==> config.mk <==
export PLATFORM = sky130hd
export DESIGN_NAME = trap_ie_ctrl
export DESIGN_NICKNAME = d
export VERILOG_FILES = /design/src/rtl/trap_ie_pkg.sv /design/src/rtl/trap_sync.sv /design/src/rtl/trap_latch.sv /design/src/rtl/ie_tracker.sv /design/src/rtl/trap_ie_ctrl.sv
export SDC_FILE = /design/constraint.sdc
export NUM_CORES = 1
export LEC_CHECK = 0
export BUFFER_PORTS_ARGS = -buffer_cell sky130_fd_sc_hd__buf_2
export CAP_MARGIN = 10
export CORE_AREA = 2 2 39 41
export CTS_CLUSTER_SIZE = 16
export DETAILED_ROUTE_END_ITERATION = 16
export DIE_AREA = 0 0 41 43
export PLACE_DENSITY = 0.57
export SETUP_SLACK_MARGIN = 0.02
export SLEW_MARGIN = 20
export SYNTH_ARGS = -nofsm -noshare
export SYNTH_HDL_FRONTEND = slang
export SYNTH_SLANG_ARGS = --single-unit
==> constraint.sdc <==
create_clock -name clk -period 1.7 [get_ports clk]
set_clock_uncertainty 0.2 [all_clocks]
set_input_delay 0.51 -clock clk [delete_from_list [all_inputs] [get_ports clk]]
set_output_delay 0.51 -clock clk [all_outputs]
set_load 0.03 [all_outputs]
==> src/rtl/trap_ie_pkg.sv <==
package trap_ie_pkg;

    // set-mask data field positions
    localparam int SM_WIDTH   = 2;
    localparam int SM_VAL_BIT = 0;
    localparam int SM_WE_BIT  = 1;

    typedef struct packed {
        logic ie;
        logic sid;
    } mask_rd_t;

    typedef struct packed {
        logic trap_ack;
        logic intr_ack;
        logic ei;
        logic di;
        logic rdmask;
    } ie_ops_t;

    function automatic logic pick_read_ie(logic first, logic saved, logic live);
        return first ? saved : live;
    endfunction

endpackage

==> src/rtl/trap_sync.sv <==
module trap_sync #(
    parameter int STAGES = 2
) (
    input  logic clk,
    input  logic rst,
    input  logic pin,
    output logic level,
    output logic rise
);
    logic [STAGES-1:0] chain;
    logic              prev;

    generate
        if (STAGES == 1) begin : g_one
            always_ff @(posedge clk) begin
                if (rst) chain <= '0;
                else     chain <= pin;
            end
        end else begin : g_many
            always_ff @(posedge clk) begin
                if (rst) chain <= '0;
                else     chain <= {chain[STAGES-2:0], pin};
            end
        end
    endgenerate

    always_ff @(posedge clk) begin
        if (rst) prev <= 1'b0;
        else     prev <= level;
    end

    assign level = chain[STAGES-1];
    assign rise  = level & ~prev;

endmodule

==> src/rtl/trap_latch.sv <==
module trap_latch (
    input  logic clk,
    input  logic rst,
    input  logic rise,
    input  logic ack,
    input  logic level,
    output logic armed,
    output logic pending
);
    always_ff @(posedge clk) begin
        if (rst)       armed <= 1'b0;
        else if (rise) armed <= 1'b1;
        else if (ack)  armed <= 1'b0;
    end

    assign pending = armed & level;


    rise_sets_chk: assert property (@(posedge clk) disable iff (rst)
        rise |=> armed);


    ack_clears_chk: assert property (@(posedge clk) disable iff (rst)
        (ack && !rise) |=> !armed);


    no_spont_set_chk: assert property (@(posedge clk) disable iff (rst)
        (!armed && !rise) |=> !armed);

endmodule

==> src/rtl/ie_tracker.sv <==
module ie_tracker
    import trap_ie_pkg::*;
(
    input  logic     clk,
    input  logic     rst,
    input  ie_ops_t  ops,
    input  logic     sid,
    output logic     ie_flag,
    output mask_rd_t rd_word
);
    logic saved_ie;
    logic first_rd;

    always_ff @(posedge clk) begin
        if (rst)               ie_flag <= 1'b0;
        else if (ops.trap_ack) ie_flag <= 1'b0;
        else if (ops.intr_ack) ie_flag <= 1'b0;
        else if (ops.di)       ie_flag <= 1'b0;
        else if (ops.ei)       ie_flag <= 1'b1;
    end

    always_ff @(posedge clk) begin
        if (rst) begin
            saved_ie <= 1'b0;
            first_rd <= 1'b0;
        end else if (ops.trap_ack) begin
            saved_ie <= ie_flag;
            first_rd <= 1'b1;
        end else if (ops.rdmask || ops.ei || ops.di) begin
            first_rd <= 1'b0;
        end
    end

    always_ff @(posedge clk) begin
        if (rst) begin
            rd_word <= '0;
        end else if (ops.rdmask) begin
            rd_word.ie  <= pick_read_ie(first_rd, saved_ie, ie_flag);
            rd_word.sid <= sid;
        end
    end


    trap_saves_chk: assert property (@(posedge clk) disable iff (rst)
        ops.trap_ack |=> (!ie_flag && saved_ie == $past(ie_flag) && first_rd));


    intr_clears_chk: assert property (@(posedge clk) disable iff (rst)
        ops.intr_ack |=> !ie_flag);


    ei_sets_chk: assert property (@(posedge clk) disable iff (rst)
        (ops.ei && !ops.di && !ops.trap_ack && !ops.intr_ack) |=> ie_flag);


    cancel_first_chk: assert property (@(posedge clk) disable iff (rst)
        ((ops.ei || ops.di || ops.rdmask) && !ops.trap_ack) |=> !first_rd);


    first_read_chk: assert property (@(posedge clk) disable iff (rst)
        (ops.rdmask && first_rd) |=> rd_word.ie == $past(saved_ie));


    rd_hold_chk: assert property (@(posedge clk) disable iff (rst)
        !ops.rdmask |=> $stable(rd_word));

endmodule

==> src/rtl/trap_ie_ctrl.sv <==
module trap_ie_ctrl
    import trap_ie_pkg::*;
#(
    parameter int SYNC_STAGES = 2
) (
    input  logic                clk,
    input  logic                rst,
    input  logic                trap_pin,
    input  logic                trap_ack,
    input  logic                intr_ack,
    input  logic                ei_op,
    input  logic                di_op,
    input  logic                rdmask_stb,
    input  logic                setmask_stb,
    input  logic [SM_WIDTH-1:0] setmask_data,
    input  logic                serial_in,
    output logic                trap_pending,
    output logic                int_enable,
    output logic                rdmask_ie,
    output logic                rdmask_sid,
    output logic                sod_out
);
    logic     trap_lvl;
    logic     trap_rise;
    logic     trap_armed;
    ie_ops_t  ops;
    mask_rd_t rd_word;

    trap_sync #(.STAGES(SYNC_STAGES)) u_sync (
        .clk   (clk),
        .rst   (rst),
        .pin   (trap_pin),
        .level (trap_lvl),
        .rise  (trap_rise)
    );

    trap_latch u_latch (
        .clk     (clk),
        .rst     (rst),
        .rise    (trap_rise),
        .ack     (trap_ack),
        .level   (trap_lvl),
        .armed   (trap_armed),
        .pending (trap_pending)
    );

    always_comb begin
        ops.trap_ack = trap_ack;
        ops.intr_ack = intr_ack;
        ops.ei       = ei_op;
        ops.di       = di_op;
        ops.rdmask   = rdmask_stb;
    end

    ie_tracker u_ie (
        .clk     (clk),
        .rst     (rst),
        .ops     (ops),
        .sid     (serial_in),
        .ie_flag (int_enable),
        .rd_word (rd_word)
    );

    assign rdmask_ie  = rd_word.ie;
    assign rdmask_sid = rd_word.sid;

    always_ff @(posedge clk) begin
        if (rst)
            sod_out <= 1'b0;
        else if (setmask_stb && setmask_data[SM_WE_BIT])
            sod_out <= setmask_data[SM_VAL_BIT];
    end


    pend_level_chk: assert property (@(posedge clk) disable iff (rst)
        trap_pending |-> (trap_lvl && trap_armed));


    sod_load_chk: assert property (@(posedge clk) disable iff (rst)
        (setmask_stb && setmask_data[SM_WE_BIT]) |=> sod_out == $past(setmask_data[SM_VAL_BIT]));


    sod_keep_chk: assert property (@(posedge clk) disable iff (rst)
        !(setmask_stb && setmask_data[SM_WE_BIT]) |=> $stable(sod_out));

endmodule

Word-level counts from Yosys, hierarchy flattened. Cells that the tools add are included.

Register bits after elaboration: 10. Input port bits: 12. Output and inout bits: 5. Word-level logic and storage cells: 23.

Multiplexer cells: 5. Bitwise logic cells: 3. Reductions and logical operators: 6.

Operator list (count): $mux W1 (5); $reduce_bool A2 Y1 (2); $reduce_or A4 Y1 (1); $and A1 B1 Y1 (2); $logic_or A1 B1 Y1 (2); $logic_and A1 B1 Y1 (1); $not A1 Y1 (1).

Depth between registers and ports, before layout.
Word-level depth: 4. Mapped depth: 3. Depth with buffers taken out: 2.

Cells and area by module. Synthesis repeated with hierarchy kept, for this count alone.

Cell total of the unflattened synthesis: 33. Area total of the unflattened synthesis: 357.8 µm².

By module, submodules not included: ie_tracker (times used 1, cells an instance 17, area each 181.4 µm², seq. area each 100.1 µm²); trap_sync (times used 1, cells an instance 7, area each 87.6 µm², seq. area each 60.1 µm²); trap_latch (times used 1, cells an instance 5, area each 45.0 µm², seq. area each 20.0 µm²); trap_ie_ctrl (times used 1, cells an instance 4, area each 43.8 µm², seq. area each 20.0 µm²).

Least setup slack after synthesis. OpenSTA, ideal clock, no wires.

Kind: input -> register. Start point: input rdmask_stb. End point: register u_ie.first_rd. Setup time: 0.071 ns. Arrival time: 1.140 ns. Required time: 1.429 ns. Setup slack: 0.290 ns. Cell stages on the path: 2. Path buffers: 0. Path through: or4b_1 a21oi_1.

Longest elaborated chain between the ends: 3.

Ends and longest elaborated chain: start: declaration (line trap_ie_ctrl.sv:13) `input logic rdmask_stb,`; $logic_or A1 B1 Y1 (2 in a row) (line ie_tracker.sv:29) `end else if (ops.rdmask || ops.ei || ops.di) begin`; $reduce_bool A2 Y1 (no source line); end signal: assignment (line ie_tracker.sv:25) `first_rd <= 1'b0;`; end signal: assignment (line ie_tracker.sv:28) `first_rd <= 1'b1;`; end signal: assignment (line ie_tracker.sv:30) `first_rd <= 1'b0;`; end: declaration (line ie_tracker.sv:12) `logic first_rd;`.

Every way passes these cells. A chain may end at the register's enable or synchronous reset.

Worst setup path after layout.
Start point: register u_sync.chain[1]. End point: output trap_pending.

Longest elaborated chain between the ends: 1.

Ends and longest elaborated chain: start: declaration (line trap_sync.sv:10) `logic [STAGES-1:0] chain;`; start signal: assignment (line trap_sync.sv:22) `else chain <= {chain[STAGES-2:0], pin};`; $and A1 B1 Y1 (line trap_latch.sv:16) `assign pending = armed & level;`; end: declaration (line trap_ie_ctrl.sv:17) `output logic trap_pending,`.

Every way passes these cells.

==> flow_metrics.env <==
export IMPL_clock_sinks=10
export IMPL_setup_viol=0
export IMPL_clock_root_buffer="clkbuf_4"
export IMPL_cts_resized=0
export IMPL_worstHoldEndpoint="u_sync.chain[1]"
export IMPL_cts_tree="yes"
export IMPL_cts_path_max_buffers=2
export IMPL_fillers=153
export IMPL_initial_core_util_pct=25.1
export IMPL_routed_wl_microns=619
export IMPL_final_util_pct=34.3
export IMPL_path_clk_slew_ps=60
export IMPL_busiest_layer="met2"
export IMPL_clock_fmax_mhz=626
export IMPL_h_tree_depth=1
export IMPL_powerDensity_mw_per_mm2=942
export IMPL_final_common_cell="buf_2"
export IMPL_ys_ff_latch=10
export IMPL_worst_slew_pin_slew_ps=241
export IMPL_ys_seq_area_share_pct=57.6
export IMPL_path_class="reg -> out"
export IMPL_rsz0062_at_grt="no"
export IMPL_met2_usage_pct=10.6
export IMPL_io_pins=17
export IMPL_cp_max_fo=3
export IMPL_antenna_left=0
export IMPL_clock_latency_ps=250
export IMPL_p_leak_nw=0.222
export IMPL_place_gp_congestion=0.669
export IMPL_period_minus_slack_ps=1600
export IMPL_drv_slew=0
export IMPL_antenna_found_initial=0
export IMPL_yosys_warnings=0
export IMPL_rr_startpoint="u_ie.first_rd"
export IMPL_nets=66
export IMPL_syn_nets=45
export IMPL_grtUsageMet3_pct=1.57
export IMPL_drt_iter0_drc=2
export IMPL_cap_violations=0
export IMPL_diodes=0
export IMPL_start_kind="register"
export IMPL_met1_usage_pct=9.39
export IMPL_syn_inst=33
export IMPL_arrival_ps=890
export IMPL_hp_class="reg -> reg"
export IMPL_netlist_area_sq_um=348
export IMPL_status="finished, final reports clean"
export IMPL_synth_top_area_share_pct=57.6
export IMPL_viasPerCell=4.24
export IMPL_end_kind="output pin"
export IMPL_grt_max_degree=10
export IMPL_die_h_microns=43
export IMPL_avgSynthCellArea_sq_um=10.5
export IMPL_worstHoldStart="u_sync.chain[0]"
export IMPL_dieArea_sq_mm=0.00176
export IMPL_multi_input_area_sq_um=140
export IMPL_tns_ps=0
export IMPL_hold_viol_final=0
export IMPL_yosysUniqueCellTypes=15
export IMPL_hold_depth=1
export IMPL_reg2regPathDepth=2
export IMPL_port_buffers=16
export IMPL_die_w_microns=41
export IMPL_coreArea_sq_mm=0.00138
export IMPL_grt_pass1_vias=253
export IMPL_synthTopCellsByArea="dfxtp_1 58%, mux2i_1 8.6%, nor2b_1 5.4%"
export IMPL_routedWlPerCell_microns=9.10
export IMPL_drcViolationCount=0
export IMPL_cts_setup_buffers=0
export IMPL_via_count=288
export IMPL_layout_common_cells="16 x buf_2, 10 x dfxtp_1"
export IMPL_grt_overflow=0
export IMPL_grtUsageTotal_pct=8.15
export IMPL_holdBufCountCts=0
export IMPL_fp_row_count=14
export IMPL_ir_drop_mv=0.191
export IMPL_relSlewSlack_pct=83.8
export IMPL_drt_pass1_iter_count=2
export IMPL_final_seq_area_sq_um=200
export IMPL_area_growth_pct=36.3
export IMPL_drive_gt1_share_pct=40.4
export IMPL_cts_buffers=3
export IMPL_r2r_setup_slack_ps=510
export IMPL_grt_pass1_wl_microns=917
export IMPL_yosysTopAreaCell="dfxtp_1"
export IMPL_r2r_end="u_ie.first_rd"
export IMPL_fin_crit_sh_pct=93.9
export IMPL_crit_required_ps=990
report_power, final:
part / switching [mW] / internal [mW]
sequential: 0.00387 / 0.244
combinational: 0.0238 / 0.0223
clock: 0.0716 / 0.0813
flip-flops by register name, indices dropped and copies added (netlist names):
signal / flops
sod_out: 1
u_ie.first_rd: 1
u_ie.ie_flag: 1
u_ie.rd_word: 2
u_ie.saved_ie: 1
u_latch.armed: 1
u_sync.chain: 2
u_sync.prev: 1
worst max path at each step:
stage	start	endpoint	slack [ps]	depth (start not counted)
4_1_cts	u_sync.chain[1]	trap_pending	80	2
3_3_place_gp	rdmask_stb	u_ie.first_rd	160	3
6_report	u_sync.chain[1]	trap_pending	100	2
2_1_floorplan	rdmask_stb	u_ie.first_rd	290	2
5_1_grt	u_sync.chain[1]	trap_pending	30	2
3_5_place_dp	rdmask_stb	u_ie.first_rd	130	3
cells by family (layout without fill, tap and decap cells):
group	count (synthesis)	count (layout)	share of synthesized area, %
DFF	10	10	57.6
muxes	3	3	8.63
AOI/OAI and AO/OA	6	6	11.5
and+or+nand+nor	12	12	20.1
buffers and inverters	2	21	2.16
worst max-delay path, stage by stage (launching register included):
cell and delay (ps):
dfxtp_1 330, and2_1 120, buf_2 180
cells in the mapped netlist:
cell type   n
dfxtp_1    10
a21oi_1     3
mux2i_1     3
nor2_1      3
nor2b_1     3
nand2b_1    2
a211oi_1    1
a21bo_2     1
and2_1      1
clkbuf_1    1
inv_1       1
nand3_1     1
nor4_1      1
o21a_1      1
or4b_1      1
metrics by stage:
step                      cell area, sq um  hold slack (ps)  instances  power (mW)  setup WS, ps
after global placement                 452              218         65       0.300           159
after detailed placement               452              228         65       0.300           133
after CTS                              474              243         68       0.457          83.9
final                                  474              239         68       0.447           103
after global routing                   474              257         68       0.470          29.3
after floorplan                        348              214         33       0.276           290
metal layers:
layer | wire, microns | up-vias
met2 | 264 | 11
met3 | 54 | 2
met1 | 290 | 123
li1 | - | 152
met5 | 0 | -
met4 | 10 | 0
final cells by class:
class | count | share of cell area [%]
multi-input cells | 21 | 29.6
repair buffers | 17 | 18.5
flip-flops and latches | 10 | 42.2
inverters | 1 | 0.792
well taps | 16 | 4.22
clock buffers | 3 | 4.75
Power figures use the tool's default switching activity.
